===== src/rtl/pwmseq_pkg.sv =====
package pwmseq_pkg;
  localparam int NEV = 7;
  localparam int NSC = 5;

  localparam int EV_STOPPED = 0;
  localparam int EV_ST0     = 1;
  localparam int EV_ST1     = 2;
  localparam int EV_END0    = 3;
  localparam int EV_END1    = 4;
  localparam int EV_PERIOD  = 5;
  localparam int EV_LOOPS   = 6;

  localparam int SC_END0_STOP = 0;
  localparam int SC_END1_STOP = 1;
  localparam int SC_LOOP_GO0  = 2;
  localparam int SC_LOOP_GO1  = 3;
  localparam int SC_LOOP_STOP = 4;

  typedef enum logic [2:0] {
    PS_IDLE,
    PS_FETCH,
    PS_WAIT,
    PS_PLAY,
    PS_DELAY,
    PS_END,
    PS_STOP
  } pstate_t;
endpackage


===== src/rtl/pwmseq_tally.sv =====
// Up-counter that reports when the next increment reaches a limit.
module pwmseq_tally #(
  parameter int W = 8
) (
  input  logic         clk,
  input  logic         rst_n,
  input  logic         clr_i,
  input  logic         inc_i,
  input  logic [W:0]   lim_i,
  output logic         last_o
);
  logic [W-1:0] cnt_q;

  function automatic logic reaches(input logic [W-1:0] c, input logic [W:0] l);
    return ({1'b0, c} + {{W{1'b0}}, 1'b1}) == l;
  endfunction

  always_ff @(posedge clk or negedge rst_n) begin
    if (!rst_n)      cnt_q <= '0;
    else if (clr_i)  cnt_q <= '0;
    else if (inc_i)  cnt_q <= cnt_q + 1'b1;
  end

  assign last_o = reaches(cnt_q, lim_i);
endmodule


===== src/rtl/pwmseq_evreg.sv =====
// Sticky event flags, interrupt enables and interrupt line.
module pwmseq_evreg
  import pwmseq_pkg::*;
(
  input  logic           clk,
  input  logic           rst_n,
  input  logic [NEV-1:0] ev_set_i,
  input  logic [NEV-1:0] ev_clr_i,
  input  logic           ie_wr_i,
  input  logic           ie_set_i,
  input  logic           ie_clr_i,
  input  logic [NEV-1:0] ie_wdata_i,
  output logic [NEV-1:0] flags_o,
  output logic [NEV-1:0] ie_o,
  output logic           irq_o
);
  logic [NEV-1:0] flag_q;
  logic [NEV-1:0] ie_q;
  logic [NEV-1:0] ie_d;

  for (genvar g = 0; g < NEV; g++) begin : g_flag
    always_ff @(posedge clk or negedge rst_n) begin
      if (!rst_n)            flag_q[g] <= 1'b0;
      else if (ev_set_i[g])  flag_q[g] <= 1'b1;
      else if (ev_clr_i[g])  flag_q[g] <= 1'b0;
    end
  end

  function automatic logic [NEV-1:0] ie_next(
    input logic [NEV-1:0] cur, input logic wr, input logic st,
    input logic cl, input logic [NEV-1:0] d);
    logic [NEV-1:0] v;
    v = wr ? d : cur;
    if (st) v = v | d;
    if (cl) v = v & ~d;
    return v;
  endfunction

  assign ie_d = ie_next(ie_q, ie_wr_i, ie_set_i, ie_clr_i, ie_wdata_i);

  always_ff @(posedge clk or negedge rst_n) begin
    if (!rst_n) ie_q <= '0;
    else        ie_q <= ie_d;
  end

  assign flags_o = flag_q;
  assign ie_o    = ie_q;
  assign irq_o   = |(flag_q & ie_q);
endmodule


===== src/rtl/pwmseq_fsm.sv =====
// Playback state machine: word fetch, repeat/delay/loop timing, shortcuts.
module pwmseq_fsm
  import pwmseq_pkg::*;
#(
  parameter int AW   = 12,
  parameter int DW   = 16,
  parameter int LENW = 15,
  parameter int REPW = 24,
  parameter int LW   = 16
) (
  input  logic            clk,
  input  logic            rst_n,
  input  logic            task_stop_i,
  input  logic            task_start0_i,
  input  logic            task_start1_i,
  input  logic            task_step_i,
  input  logic            mode_step_i,
  input  logic [LW-1:0]   loops_i,
  input  logic [NSC-1:0]  short_en_i,
  input  logic [AW-1:0]   s0_base_i,
  input  logic [LENW-1:0] s0_len_i,
  input  logic [REPW-1:0] s0_rep_i,
  input  logic [REPW-1:0] s0_gap_i,
  input  logic [AW-1:0]   s1_base_i,
  input  logic [LENW-1:0] s1_len_i,
  input  logic [REPW-1:0] s1_rep_i,
  input  logic [REPW-1:0] s1_gap_i,
  input  logic            period_end_i,
  output logic            mem_rd_o,
  output logic [AW-1:0]   mem_addr_o,
  input  logic [DW-1:0]   mem_rdata_i,
  output logic [DW-1:0]   duty_o,
  output logic            duty_load_o,
  output logic            running_o,
  output logic [NEV-1:0]  ev_pulse_o
);
  pstate_t         st_q, st_d;
  logic            cur_q, cur_d;
  logic [LENW-1:0] idx_q, idx_d;
  logic            pend_q, pend_d;
  logic [DW-1:0]   duty_q, duty_d;
  logic            load_q, load_d;

  logic [AW-1:0]   base_c;
  logic [LENW-1:0] len_c;
  logic [REPW-1:0] rep_c, gap_c;
  logic            rep_clr, rep_inc, rep_last;
  logic            gap_clr, gap_inc, gap_last;
  logic            lp_clr, lp_inc, lp_last;
  logic            launch, launch_seq;
  logic            stop_now, advance, word_last;
  logic [NEV-1:0]  ev;

  function automatic logic [AW-1:0] word_addr(input logic [AW-1:0] b, input logic [LENW-1:0] i);
    logic [AW+LENW-1:0] s;
    s = {{LENW{1'b0}}, b} + {{AW{1'b0}}, i};
    return s[AW-1:0];
  endfunction

  function automatic logic is_last(input logic [LENW-1:0] i, input logic [LENW-1:0] n);
    return ({1'b0, i} + {{LENW{1'b0}}, 1'b1}) == {1'b0, n};
  endfunction

  assign base_c    = cur_q ? s1_base_i : s0_base_i;
  assign len_c     = cur_q ? s1_len_i  : s0_len_i;
  assign rep_c     = cur_q ? s1_rep_i  : s0_rep_i;
  assign gap_c     = cur_q ? s1_gap_i  : s0_gap_i;
  assign word_last = is_last(idx_q, len_c);
  assign running_o = (st_q != PS_IDLE) && (st_q != PS_STOP);
  assign stop_now  = period_end_i && (pend_q || task_stop_i);
  assign advance   = mode_step_i ? task_step_i : (period_end_i && rep_last);

  pwmseq_tally #(.W(REPW)) u_rep (
    .clk(clk), .rst_n(rst_n), .clr_i(rep_clr), .inc_i(rep_inc),
    .lim_i({1'b0, rep_c} + {{REPW{1'b0}}, 1'b1}), .last_o(rep_last)
  );

  pwmseq_tally #(.W(REPW)) u_gap (
    .clk(clk), .rst_n(rst_n), .clr_i(gap_clr), .inc_i(gap_inc),
    .lim_i({1'b0, gap_c}), .last_o(gap_last)
  );

  pwmseq_tally #(.W(LW)) u_loop (
    .clk(clk), .rst_n(rst_n), .clr_i(lp_clr), .inc_i(lp_inc),
    .lim_i({1'b0, loops_i}), .last_o(lp_last)
  );

  always_comb begin
    st_d = st_q;  cur_d = cur_q;  idx_d = idx_q;  pend_d = pend_q;
    duty_d = duty_q;  load_d = 1'b0;  ev = '0;
    rep_clr = 1'b0;  rep_inc = 1'b0;  gap_clr = 1'b0;  gap_inc = 1'b0;
    lp_clr = 1'b0;  lp_inc = 1'b0;  launch = 1'b0;  launch_seq = 1'b0;

    if (running_o && period_end_i) ev[EV_PERIOD] = 1'b1;
    if (running_o && task_stop_i)  pend_d = 1'b1;

    unique case (st_q)
      PS_IDLE: begin
        if (task_stop_i)         st_d = PS_STOP;
        else if (task_start0_i) begin launch = 1'b1; launch_seq = 1'b0; lp_clr = 1'b1; end
        else if (task_start1_i) begin launch = 1'b1; launch_seq = 1'b1; lp_clr = 1'b1; end
      end
      PS_FETCH: st_d = PS_WAIT;
      PS_WAIT: begin
        duty_d  = mem_rdata_i;
        load_d  = 1'b1;
        rep_clr = 1'b1;
        st_d    = PS_PLAY;
      end
      PS_PLAY: begin
        if (stop_now) st_d = PS_STOP;
        else if (advance) begin
          if (word_last) begin
            if (gap_c != '0) begin gap_clr = 1'b1; st_d = PS_DELAY; end
            else st_d = PS_END;
          end else begin
            idx_d = idx_q + 1'b1;
            st_d  = PS_FETCH;
          end
        end else if (!mode_step_i && period_end_i) rep_inc = 1'b1;
      end
      PS_DELAY: begin
        if (stop_now) st_d = PS_STOP;
        else if (period_end_i) begin
          if (gap_last) st_d = PS_END;
          else gap_inc = 1'b1;
        end
      end
      PS_END: begin
        if (cur_q) ev[EV_END1] = 1'b1;
        else       ev[EV_END0] = 1'b1;
        if (pend_q || task_stop_i)                              st_d = PS_STOP;
        else if (short_en_i[cur_q ? SC_END1_STOP : SC_END0_STOP]) st_d = PS_STOP;
        else if (loops_i == '0)                                 st_d = PS_IDLE;
        else if (!cur_q) begin launch = 1'b1; launch_seq = 1'b1; end
        else if (lp_last) begin
          ev[EV_LOOPS] = 1'b1;
          lp_clr = 1'b1;
          if (short_en_i[SC_LOOP_GO0])       begin launch = 1'b1; launch_seq = 1'b0; end
          else if (short_en_i[SC_LOOP_GO1])  begin launch = 1'b1; launch_seq = 1'b1; end
          else if (short_en_i[SC_LOOP_STOP]) st_d = PS_STOP;
          else                               st_d = PS_IDLE;
        end else begin
          lp_inc = 1'b1;
          launch = 1'b1;
          launch_seq = 1'b0;
        end
      end
      PS_STOP: begin
        ev[EV_STOPPED] = 1'b1;
        duty_d = '0;
        st_d   = PS_IDLE;
      end
      default: st_d = PS_IDLE;
    endcase

    if (launch) begin
      cur_d = launch_seq;
      idx_d = '0;
      if (launch_seq) ev[EV_ST1] = 1'b1;
      else            ev[EV_ST0] = 1'b1;
      st_d = (((launch_seq ? s1_len_i : s0_len_i)) == '0) ? PS_END : PS_FETCH;
    end
    if (st_d == PS_IDLE || st_d == PS_STOP) pend_d = 1'b0;
  end

  always_ff @(posedge clk or negedge rst_n) begin
    if (!rst_n) begin
      st_q   <= PS_IDLE;
      cur_q  <= 1'b0;
      idx_q  <= '0;
      pend_q <= 1'b0;
      duty_q <= '0;
      load_q <= 1'b0;
    end else begin
      st_q   <= st_d;
      cur_q  <= cur_d;
      idx_q  <= idx_d;
      pend_q <= pend_d;
      duty_q <= duty_d;
      load_q <= load_d;
    end
  end

  assign mem_rd_o    = (st_q == PS_FETCH);
  assign mem_addr_o  = word_addr(base_c, idx_q);
  assign duty_o      = duty_q;
  assign duty_load_o = load_q;
  assign ev_pulse_o  = ev;
endmodule


===== src/rtl/pwmseq_ctrl.sv =====
module pwmseq_ctrl
  import pwmseq_pkg::*;
#(
  parameter int AW   = 12,
  parameter int DW   = 16,
  parameter int LENW = 15,
  parameter int REPW = 24,
  parameter int LW   = 16
) (
  input  logic            clk,
  input  logic            rst_n,
  input  logic            task_stop_i,
  input  logic            task_start0_i,
  input  logic            task_start1_i,
  input  logic            task_step_i,
  input  logic            mode_step_i,
  input  logic [LW-1:0]   loops_i,
  input  logic [4:0]      short_en_i,
  input  logic [AW-1:0]   s0_base_i,
  input  logic [LENW-1:0] s0_len_i,
  input  logic [REPW-1:0] s0_rep_i,
  input  logic [REPW-1:0] s0_gap_i,
  input  logic [AW-1:0]   s1_base_i,
  input  logic [LENW-1:0] s1_len_i,
  input  logic [REPW-1:0] s1_rep_i,
  input  logic [REPW-1:0] s1_gap_i,
  input  logic            period_end_i,
  output logic            mem_rd_o,
  output logic [AW-1:0]   mem_addr_o,
  input  logic [DW-1:0]   mem_rdata_i,
  output logic [DW-1:0]   duty_o,
  output logic            duty_load_o,
  output logic            running_o,
  input  logic [6:0]      flag_clr_i,
  input  logic            ie_wr_i,
  input  logic            ie_set_i,
  input  logic            ie_clr_i,
  input  logic [6:0]      ie_wdata_i,
  output logic [6:0]      flags_o,
  output logic [6:0]      inten_o,
  output logic            irq_o
);
  logic [NEV-1:0] ev_pulse;

  pwmseq_fsm #(
    .AW(AW), .DW(DW), .LENW(LENW), .REPW(REPW), .LW(LW)
  ) u_fsm (
    .clk(clk), .rst_n(rst_n),
    .task_stop_i(task_stop_i), .task_start0_i(task_start0_i),
    .task_start1_i(task_start1_i), .task_step_i(task_step_i),
    .mode_step_i(mode_step_i), .loops_i(loops_i), .short_en_i(short_en_i),
    .s0_base_i(s0_base_i), .s0_len_i(s0_len_i), .s0_rep_i(s0_rep_i), .s0_gap_i(s0_gap_i),
    .s1_base_i(s1_base_i), .s1_len_i(s1_len_i), .s1_rep_i(s1_rep_i), .s1_gap_i(s1_gap_i),
    .period_end_i(period_end_i),
    .mem_rd_o(mem_rd_o), .mem_addr_o(mem_addr_o), .mem_rdata_i(mem_rdata_i),
    .duty_o(duty_o), .duty_load_o(duty_load_o), .running_o(running_o),
    .ev_pulse_o(ev_pulse)
  );

  pwmseq_evreg u_ev (
    .clk(clk), .rst_n(rst_n),
    .ev_set_i(ev_pulse), .ev_clr_i(flag_clr_i),
    .ie_wr_i(ie_wr_i), .ie_set_i(ie_set_i), .ie_clr_i(ie_clr_i),
    .ie_wdata_i(ie_wdata_i),
    .flags_o(flags_o), .ie_o(inten_o), .irq_o(irq_o)
  );
endmodule


===== config.mk =====
export PLATFORM = sky130hd
export DESIGN_NAME = pwmseq_ctrl
export DESIGN_NICKNAME = d
export VERILOG_FILES = /design/src/rtl/pwmseq_pkg.sv /design/src/rtl/pwmseq_tally.sv /design/src/rtl/pwmseq_evreg.sv /design/src/rtl/pwmseq_fsm.sv /design/src/rtl/pwmseq_ctrl.sv
export SDC_FILE = /design/constraint.sdc
export NUM_CORES = 1
export LEC_CHECK = 0
export BUFFER_PORTS_ARGS = -buffer_cell sky130_fd_sc_hd__buf_2
export CORE_MARGIN = 1.5
export CORE_UTILIZATION = 57
export CTS_CLUSTER_SIZE = 28
export DETAILED_ROUTE_END_ITERATION = 7
export GPL_TIMING_DRIVEN = 0
export PLACE_DENSITY = 0.85
export SETUP_SLACK_MARGIN = 0.05
export SLEW_MARGIN = 5
export SYNTH_ARGS = -nofsm -noshare
export SYNTH_HDL_FRONTEND = slang
export SYNTH_SLANG_ARGS = --single-unit

===== constraint.sdc =====
create_clock -name clk -period 14.2 [get_ports clk]
set_clock_uncertainty 0.15 [all_clocks]
set_input_delay 1.42 -clock clk [delete_from_list [all_inputs] [get_ports clk]]
set_output_delay 1.42 -clock clk [all_outputs]
set_load 0.05 [all_outputs]

==> results.yml, run 1 <==
run_status:
  outcome: "complete, but fails checks"
  failed_checks: "DRC"
logic_synthesis:
  synthAdderAreaFrac: 0.0216
  synth.largest_area_cell: "dfrtp_1"
  yosysSeqAreaShare: 0.283
  yosys_warnings: 0
  yosysMostFrequentCell: "xnor2_1"
  netlist_area_um2: 10200
  synth_xor_area_frac: 0.155
  syn_area_per_cell_um2: 8.23
  synth_top_area_share: 0.283
  synth_mux_area_frac: 0.0840
  synth_simple_gate_area_frac: 0.255
  async_reset_ff_frac: 1.00
  synth_compound_area_frac: 0.160
  netlist_instances: 1237
  ys_types: 78
  ys_top_cells_by_area: "dfrtp_1 (28%), xnor2_1 (10%), mux2i_1 (6.3%), o21ai_0 (5.2%), xor2_1 (4.0%)"
  synth_top_family_by_area: "simple AND/OR/NAND/NOR gates"
  ys.flop_type: "dfrtp_1"
  synth-seq-cells: 115
  synth.top_cells.by_count: "xnor2_1 (120), dfrtp_1 (115), nand2_1 (107)"
  synth_edf_count: 0
  syn-num-nets: 1466
clocking:
  clockRootBuffer: "clkbuf_16"
  hold_buffers: 0
  clkSinkCount: 115
  cts_resized: 0
  max-clock-path-buffers: 2
  cts_made_buffers: 17
  clk_latency_ps: 420
  cts_htree_levels: 4
  cts_setup_buffers: 0
  clkTransAtPathRegs_ps: 60
  cts_tree: "yes"
power_and_ir_drop:
  p_sw_frac: 0.452
  seqPwrFrac: 0.236
  p_per_area_nw_per_um2: 139
  p_switching_uw: 778
  vdd_drop_max_v: 0.000114
  comb_power_share: 0.520
  fin_total_pwr_uw: 1720
  p_int_uw: 943
  p_leak_uw: 0.00551
  pwr-share-clk: 0.243
worst_setup_path:
  startpoint_type: "flop"
  path_buf_inv: 11
  cp_common_cell: "buf_4"
  cp_top_family: "buffers and inverters"
  critPathMaxFanout: 10
  critical_path_class: "flop to output pin"
  slowest_delay_ps: 680
  worst_ep_arrival_time_ps: 6950
  path_cells: "buf_2 -> buf_6 -> buf_4 -> buf_4 -> buf_4 -> buf_4 -> buf_2 -> buf_1 -> buf_1 -> mux2i_1 -> inv_1 -> ha_1 -> a21o_1 -> a21oi_1 -> o21ai_0 -> a21oi_1 -> nor2b_1 -> o21a_1 -> o21ai_0 -> nand2b_1 -> a21oi_1 -> o21ai_0 -> xnor2_1 -> buf_2"
  worstSetupEndpointType: "output pin"
  critPathSlowestCell: "buf_1"
  cp.required_ps: 12630
die:
  fp.dieW_um: 137
  core-area_um2: 17400
  die_h_um: 137
  dieArea_um2: 18700
  num_rows: 48
  start_util: 0.586
  ios: 258
sta:
  setup_viol: 0
  rsz0062_at_grt: "false"
  worst_slew_pin_slew_ps: 1120
  timing_hold_violations_final: 0
  period_share: 0.600
  min_period_ps: 8520
  slew_violations: 0
  fmax_mhz: 117
  timing.setup.tns_ps: 0
  slew_headroom: 0.248
drt:
  wl_per_cell_um: 17.9
  vias: 10739
  drc: 1
  antenna_left: 0
  drt_iter0_markers: 1179
  routed_via_density: 6.12
  dr.pass1.iters: 8
  routed_wl_um: 31400
placed_design:
  hpwl_um: 24100
  gp_congestion: 0.957
  port_buffers: 257
  placed_cell_area_um2: 11800
layout:
  final_cell_area_um2: 12400
  areaGrowthSynthToFinish_pct: 21.4
  n_fill_cell: 1372
  seqCellArea_um2: 2880
  multi_input_area_um2: 6880
  fin_nets: 1743
  final_layout_size_suffix_gt1_frac: 0.225
global_route:
  grt_pass1_vias: 10228
  grt_pass1_wl_um: 50300
  grt_overflow: 0
  grt_usage: 0.341
  grt_max_degree: 91
  antenna_found_initial: 3
min_path:
  hold_path_class: "flop to flop"
run:
  cap_violations: 0
final cells by class:
cell class / count / area share
diodes: 2 / 0.000405
plain buffers: 64 / 0.0246
clock buffers: 19 / 0.0350
clock inverters: 13 / 0.0110
inverters: 32 / 0.00972
multi-input cells: 1026 / 0.557
flip-flops and latches: 115 / 0.233
well taps: 225 / 0.0228
repair buffers: 258 / 0.107
power by group through the flow:
stage / logic [uW] / registers (uW) / clock network, uW
4_1_cts: 888 / 406 / 418
6_report: 895 / 407 / 418
2_1_floorplan: 558 / 503 / 0
3_5_place_dp: 883 / 410 / 0
3_3_place_gp: 865 / 409 / 0
5_1_grt: 962 / 412 / 437
stage by stage:
step	util	hold WS [ps]	worst slack (ps)	cells
final	0.712	325	5680	1754
after detailed placement	0.679	315	6260	1720
after CTS	0.712	330	5780	1752
after global placement	0.677	308	6430	1719
after global routing	0.712	350	5280	1753
after floorplan	-	333	7380	1237
logic make-up (layout without fill, tap and decap cells):
logic type / Yosys count / after routing
buf+inv: 96 / 386
other cells: 0 / 2
xor+xnor: 172 / 172
mux: 83 / 83
simple gates: 496 / 496
fa+ha+maj: 17 / 17
flops: 115 / 115
compound gates: 258 / 258
layout by cell type (no fill, tap or decap), types with 6 or more instances in the layout:
| cell | Yosys | final |
|---|---|---|
| or4_1 | 6 | 6 |
| inv_1 | 31 | 31 |
| or3_1 | 6 | 6 |
| buf_2 | 12 | 268 |
| o21ai_0 | 106 | 106 |
| ha_1 | 16 | 16 |
| nand4b_1 | 10 | 10 |
| nand3_1 | 74 | 74 |
| and4_1 | 15 | 15 |
| nor4_1 | 32 | 32 |
| o31ai_1 | 23 | 23 |
| and3_1 | 22 | 22 |
| nor3_1 | 33 | 33 |
| xnor2_1 | 120 | 120 |
| nand3b_1 | 8 | 8 |
| nor2_1 | 100 | 100 |
| buf_4 | 7 | 7 |
| xor2_1 | 47 | 47 |
| a21oi_1 | 42 | 42 |
| clkbuf_1 | 37 | 39 |
| o211ai_1 | 6 | 6 |
| clkbuf_16 | 0 | 17 |
| and2_1 | 6 | 6 |
| o41ai_1 | 8 | 8 |
| mux2i_1 | 64 | 64 |
| nand4_1 | 25 | 25 |
| mux2_2 | 19 | 19 |
| a211oi_1 | 9 | 9 |
| dfrtp_1 | 115 | 115 |
| nand2b_1 | 11 | 11 |
| nor2b_1 | 23 | 23 |
| nand2_1 | 107 | 107 |
tightest hold or removal path, delay by kind of cell, from the launching register on:
kind	cells	cell delay [ps]
flops	1	330
compound gates	1	60
simple gates	1	40
metal layers:
metal | vias up | wire (um) | track usage
met2 | 522 | 15400 | 0.579
met4 | 2 | 830 | 0.121
li1 | 5066 | - | -
met1 | 5076 | 13000 | 0.435
met5 | - | 13 | 0
met3 | 73 | 2180 | 0.0600
final timing paths:
path / from / to / slack, ps / cells past startpoint
min: u_fsm.duty_o[2] / u_fsm.duty_o[2] / 330 / 2
max reg2reg: u_fsm.cur_q / u_fsm.u_rep.cnt_q[9] / 6750 / 23
min in group asynchronous: rst_n / u_fsm.duty_o[15] / 700 / 1
max in group asynchronous: rst_n / u_fsm.u_gap.cnt_q[1] / 12450 / 2
max: u_fsm.cur_q / mem_addr_o[11] / 5680 / 24
min reg2reg: u_fsm.duty_o[2] / u_fsm.duty_o[2] / 330 / 2
registers in the layout, indices dropped and copies added, names as in the netlist:
signal,count
u_fsm.u_loop.cnt_q,16
u_ev.ie_o,7
u_fsm.u_gap.cnt_q,24
u_fsm.duty_load_o,1
u_fsm.pend_q,1
u_fsm.cur_q,1
u_fsm.st_q,3
u_ev.flags_o,7
u_fsm.duty_o,16
u_fsm.idx_q,15
u_fsm.u_rep.cnt_q,24
No activity file was read; power rests on OpenSTA's default activity.
==> run 2: changes to the inputs <==
--- a/config.mk
+++ b/config.mk
@@ -5,13 +5,14 @@
 export SDC_FILE = /design/constraint.sdc
 export NUM_CORES = 1
 export LEC_CHECK = 0
+export ABC_AREA = 1
 export BUFFER_PORTS_ARGS = -buffer_cell sky130_fd_sc_hd__buf_2
 export CORE_MARGIN = 1.5
-export CORE_UTILIZATION = 57
+export CORE_UTILIZATION = 50
 export CTS_CLUSTER_SIZE = 28
 export DETAILED_ROUTE_END_ITERATION = 7
 export GPL_TIMING_DRIVEN = 0
-export PLACE_DENSITY = 0.85
+export PLACE_DENSITY = 0.78
 export SETUP_SLACK_MARGIN = 0.05
 export SLEW_MARGIN = 5
 export SYNTH_ARGS = -nofsm -noshare
==> constraint.sdc (replaced) <==
create_clock -name clk -period 7.2 [get_ports clk]
set_clock_uncertainty 0.15 [all_clocks]
set_input_delay 0.72 -clock clk [delete_from_list [all_inputs] [get_ports clk]]
set_output_delay 0.72 -clock clk [all_outputs]
set_load 0.05 [all_outputs]
==> results.yml, run 2 <==
run_status:
  outcome: "finished, final reports clean"
logic_synthesis:
  synth.top_cells.by_count: "nand2_1 (581), inv_1 (256), nor2_1 (170)"
  synthAdderAreaFrac: 0.0202
  synth_top_area_share: 0.264
  ys_top_cells_by_area: "dfrtp_1 (26%), nand2_1 (20%), inv_1 (8.8%), nand3_1 (6.1%), nor2_1 (5.8%)"
  yosysMostFrequentCell: "nand2_1"
  synth_simple_gate_area_frac: 0.409
  netlist_area_um2: 10900
  synth_xor_area_frac: 0.0639
  synth.largest_area_cell: "dfrtp_1"
  synth-seq-cells: 115
  synth_top_family_by_area: "simple AND/OR/NAND/NOR gates"
  yosysSeqAreaShare: 0.264
  syn-num-nets: 1997
  syn_area_per_cell_um2: 6.17
  async_reset_ff_frac: 1.00
  synth_mux_area_frac: 0.0101
  netlist_instances: 1768
  ys.flop_type: "dfrtp_1"
  ys_types: 49
  synth_edf_count: 0
  synth_compound_area_frac: 0.116
  yosys_warnings: 0
clocking:
  cts_made_buffers: 17
  clk_latency_ps: 420
  cts_resized: 0
  cts_setup_buffers: 0
  clockRootBuffer: "clkbuf_16"
  max-clock-path-buffers: 2
  clkSinkCount: 115
  clkTransAtPathRegs_ps: 60
  hold_buffers: 0
  cts_tree: "yes"
  cts_htree_levels: 4
worst_setup_path:
  r2r_slack_ps: 3320
  r2r-start: "u_fsm.cur_q"
  critPathCapture: "mem_addr_o[10]"
  cp_common_cell: "nor2_1"
  slowest_delay_ps: 440
  critPathSlowestCell: "clkbuf_1"
  cp.required_ps: 6330
  worstReg2RegEnd: "u_fsm.u_rep.cnt_q[15]"
  crit_cells: 27
  critPathMaxFanout: 10
  critical_path_class: "flop to output pin"
  startpoint_type: "flop"
  r2r_cells: 22
  worst_ep_arrival_time_ps: 4850
  cp_top_family: "buffers and inverters"
  worstSetupEndpointType: "output pin"
  crit_start: "u_fsm.cur_q"
  path_buf_inv: 12
layout:
  fin_nets: 2274
  final_common_cell: "nand2_1"
  final_cell_mix: "nand2_1 (581), buf_2 (269), inv_1 (256)"
  fin_util: 0.625
  areaGrowthSynthToFinish_pct: 21.4
  reg.largest.list: "u_fsm.u_gap.cnt_q (24), u_fsm.u_rep.cnt_q (24)"
  final_layout_size_suffix_gt1_frac: 0.198
power_and_ir_drop:
  p_per_area_nw_per_um2: 337
  p_leak_uw: 0.00701
  vdd_drop_max_v: 0.000250
run:
  cap_violations: 0
placed_design:
  gp_congestion: 0.977
  port_buffers: 257
  hpwl_um: 29800
  place_ws_ps: 1970
sta:
  slew_headroom: 0.359
  slew_violations: 0
  fmax_mhz: 175
  timing.setup.tns_ps: 0
  setup_viol: 0
  fin_ws_ps: 1480
  min_period_ps: 5720
  period_share: 0.794
  worst_slew_pin_slew_ps: 958
  timing_hold_violations_final: 0
  rsz0062_at_grt: "false"
drt:
  wl_met2_um: 17100
  wl_met1_um: 15400
  routed_wl_um: 36600
  highest_layer: "met4"
  routed_via_density: 5.34
  antenna_left: 0
  dr.pass1.iters: 5
  wl_per_cell_um: 15.7
  drc: 0
  drt_iter0_markers: 948
  wl_met3_um: 2610
  vias: 12465
die:
  dieArea_um2: 22700
  core-area_um2: 21200
  fp.dieW_um: 151
  num_rows: 53
  die_h_um: 151
  start_util: 0.514
  ios: 258
global_route:
  grt_overflow: 0
  grt_pass1_wl_um: 57500
  grt_usage: 0.325
  antenna_found_initial: 3
  grt_pass1_vias: 11768
  grt_max_degree: 83
min_path:
  hold_path_class: "input port to async pin"
-- run 2: cell types whose count changed after synthesis, moves of 22 or more --
cell      before  now
and3_1        22    0
clkbuf_1      37   11
inv_1         31  256
mux2i_1       64   11
nand2_1      107  581
nand3_1       74  132
nor2_1       100  170
nor2b_1       23    0
o21ai_0      106   66
o22ai_1        4   41
o31ai_1       23    1
or2_2          3   31
xnor2_1      120   11
-- run 2: kinds of logic (layout without fill, tap and decap cells) --
kind of cell	count (synthesis)	after routing
XOR/XNOR	78	78
AND/OR/NAND/NOR	1037	1037
flip-flops	115	115
adder cells (fa/ha/maj)	17	17
multiplexers	11	11
buffers and inverters	311	601
other	0	3
AO/OA/AOI/OAI	199	199
-- run 2: report_power, final --
part | switching, uW | total (uW) | internal, uW | leakage (uW)
Combinational | 1750 | 2540 | 794 | 0.00516
Clock | 307 | 974 | 667 | 0.000318
Sequential | 157 | 955 | 798 | 0.00153
-- run 2: area by class of cell --
cell class | instances | area (um^2)
Fill cell | 2055 | 7970
Multi-Input combinational cell | 1342 | 6760
Sequential cell | 115 | 2880
Timing Repair Buffer | 258 | 1320
Inverter | 273 | 1030
Clock buffer | 23 | 468
Tap cell | 275 | 344
Buffer | 38 | 241
Clock inverter | 9 | 200
Antenna cell | 3 | 7.51
-- run 2: per-layer routing --
layer | GRT usage | vias up
met3 | 0.0485 | 103
met2 | 0.550 | 557
met5 | 0 | -
met4 | 0.153 | 0
met1 | 0.405 | 5605
li1 | - | 6200
-- run 2: worst min path at each step --
stage | startpoint | end | slack, ps | cells after the start
3_5_place_dp | u_fsm.duty_o[1] | u_fsm.duty_o[1] | 340 | 1
2_1_floorplan | rst_n | u_ev.flags_o[0] | 270 | 0
4_1_cts | rst_n | u_fsm.u_loop.cnt_q[3] | 40 | 1
6_report | rst_n | u_fsm.u_loop.cnt_q[2] | 40 | 1
3_3_place_gp | u_fsm.duty_o[8] | u_fsm.duty_o[8] | 340 | 1
5_1_grt | rst_n | u_fsm.u_loop.cnt_q[3] | 50 | 1
-- run 2: through the flow --
step / total power [uW] / instance area [um^2] / std cells / hold WS, ps
2_1_floorplan: 2780 / 10900 / 1768 / 274
3_3_place_gp: 3410 / 12500 / 2300 / 335
3_5_place_dp: 3460 / 12600 / 2301 / 336
4_1_cts: 4450 / 13200 / 2333 / 37.7
5_1_grt: 4770 / 13300 / 2336 / 48.5
6_report: 4470 / 13300 / 2336 / 37.5
==> run 3: changes to the inputs <==
==> constraint.sdc (replaced) <==
create_clock -name clk -period 4.8 [get_ports clk]
set_clock_uncertainty 0.15 [all_clocks]
set_input_delay 0.48 -clock clk [delete_from_list [all_inputs] [get_ports clk]]
set_output_delay 0.48 -clock clk [all_outputs]
set_load 0.05 [all_outputs]
==> results.yml, run 3 (synthesis gave the netlist of run 2 again) <==
run_status:
  outcome: "finished, final reports clean"
placed_design:
  gp_congestion: 0.977
  dp_cells: 2301
  hpwl_um: 29800
  port_buffers: 257
  place_ws_ps: -191
drt:
  highest_layer: "met4"
  wl_met1_um: 15200
  wl_met3_um: 2640
  routed_via_density: 5.31
  drc: 0
  vias: 12404
  antenna_left: 0
  dr.pass1.iters: 8
  wl_per_cell_um: 15.6
  wl_met2_um: 17200
  routed_wl_um: 36500
  drt_iter0_markers: 944
worst_setup_path:
  cp.required_ps: 4170
  worstSetupEndpointType: "output pin"
  critical_path_class: "flop to output pin"
  r2r_slack_ps: 840
  worst_ep_arrival_time_ps: 3840
  r2r_cells: 22
  r2r-start: "u_fsm.cur_q"
  worstReg2RegEnd: "u_fsm.u_rep.cnt_q[15]"
  critPathMaxFanout: 19
  startpoint_type: "flop"
layout:
  final_layout_size_suffix_gt1_frac: 0.199
  seqCellArea_um2: 2880
  reg.largest.list: "u_fsm.u_gap.cnt_q (24), u_fsm.u_rep.cnt_q (24)"
  areaGrowthSynthToFinish_pct: 21.9
  stdcell_count: 2334
  final_cell_mix: "nand2_1 (581), buf_2 (264), inv_1 (256)"
  final_common_cell: "nand2_1"
  n_fill_cell: 2045
  fin_nets: 2272
  multi_input_area_um2: 6770
die:
  num_rows: 53
  start_util: 0.514
  die_h_um: 151
  dieArea_um2: 22700
  ios: 258
  fp.dieW_um: 151
  core-area_um2: 21200
global_route:
  grt_pass1_vias: 11769
  grt_usage: 0.324
  grt_max_degree: 83
  grt_overflow: 0
  grt_pass1_wl_um: 57400
  antenna_found_initial: 3
sta:
  period_share: 0.931
  min_period_ps: 4470
  setup_viol: 0
  rsz0062_at_grt: "false"
  slew_headroom: 0.363
  fmax_mhz: 224
  worst_slew_pin_slew_ps: 952
  timing.setup.tns_ps: 0
  hold_slack_ps: 94.5
  slew_violations: 0
  timing_hold_violations_final: 0
  fin_ws_ps: 331
clocking:
  clockRootBuffer: "clkbuf_16"
  max-clock-path-buffers: 2
  clk_latency_ps: 420
  cts_tree: "yes"
  cts_htree_levels: 4
  clkSinkCount: 115
  cts_made_buffers: 17
  cts_setup_buffers: 0
  clkTransAtPathRegs_ps: 60
min_path:
  worstHoldEndpoint: "u_ev.ie_o[5]"
  hold_path_class: "input port to flop"
  hold_start: "ie_wdata_i[5]"
  worstHoldPathCells: 2
run:
  cap_violations: 0
power_and_ir_drop:
  p_leak_uw: 0.00702
  p_per_area_nw_per_um2: 506
  vdd_drop_max_v: 0.000367
[run 3: cell count changes in the layout (fill, tap and decap cells not counted)]
cell / delta
a21oi_2: +1
dlygate4sd3_1: +1
a21oi_1: -1
clkbuf_1: -2
buf_12: +1
o21ai_2: +1
buf_2: -5
buf_8: +2
o21ai_0: -1
clkbuf_8: +1
[run 3: timing repair]
action,CTS,global route
endpoints found under the setup margin,5,2
gates resized for setup,9,11
hold buffers,1,0
endpoints found under the hold margin,33,0
[run 3: cell type report]
cell class | instances | share of cell area
Buffer | 35 | 0.0201
Tap cell | 275 | 0.0259
Timing Repair Buffer | 259 | 0.100
Inverter | 273 | 0.0774
Clock buffer | 23 | 0.0352
Antenna cell | 3 | 0.000564
Multi-Input combinational cell | 1342 | 0.509
Clock inverter | 9 | 0.0151
Sequential cell | 115 | 0.216
[run 3: routing by layer]
layer,global-route usage,vias up
li1,-,6200
met1,0.400,5575
met2,0.551,529
met3,0.0494,100
met4,0.155,0
met5,0,-
[run 3: how the worst max path moves through the flow]
stage                            from  cells after the start              to
after floorplan           u_fsm.cur_q                     26  mem_addr_o[10]
after global placement    u_fsm.cur_q                     27  mem_addr_o[10]
after detailed placement  u_fsm.cur_q                     27  mem_addr_o[10]
after CTS                 u_fsm.cur_q                     26  mem_addr_o[10]
after global routing      u_fsm.cur_q                     20  mem_addr_o[11]
final                     u_fsm.cur_q                     25  mem_addr_o[10]
[run 3: where the power goes]
part | internal, uW | total [uW] | switching (uW)
registers | 1200 | 1430 | 232
logic | 1220 | 3840 | 2620
clock network | 1000 | 1470 | 465
[run 3: per-stage QoR]
step | utilization | total power, uW | instance area, um^2
after global routing | 0.627 | 7190 | 13300
after CTS | 0.625 | 6680 | 13300
after detailed placement | 0.593 | 5190 | 12600
final | 0.627 | 6740 | 13300
after global placement | 0.591 | 5120 | 12500
after floorplan | - | 4170 | 10900
[run 3: critical path, stage by stage (launching register included)]
cell and delay, ps:
dfrtp_1 370, buf_6 140, inv_6 100, buf_8 190, buf_8 200, clkbuf_8 200, nand2_1 60, nand2_1 60
ha_1 160, inv_1 60, fa_1 420, o21ai_2 190, a21oi_1 90, inv_1 50, a21oi_1 50, inv_1 70
nand2_1 50, inv_1 60, nor2_1 40, nor2_1 130, nor2_1 60, nor2_1 130, o21a_1 130, nor2_1 40
xor2_1 130, buf_4 220
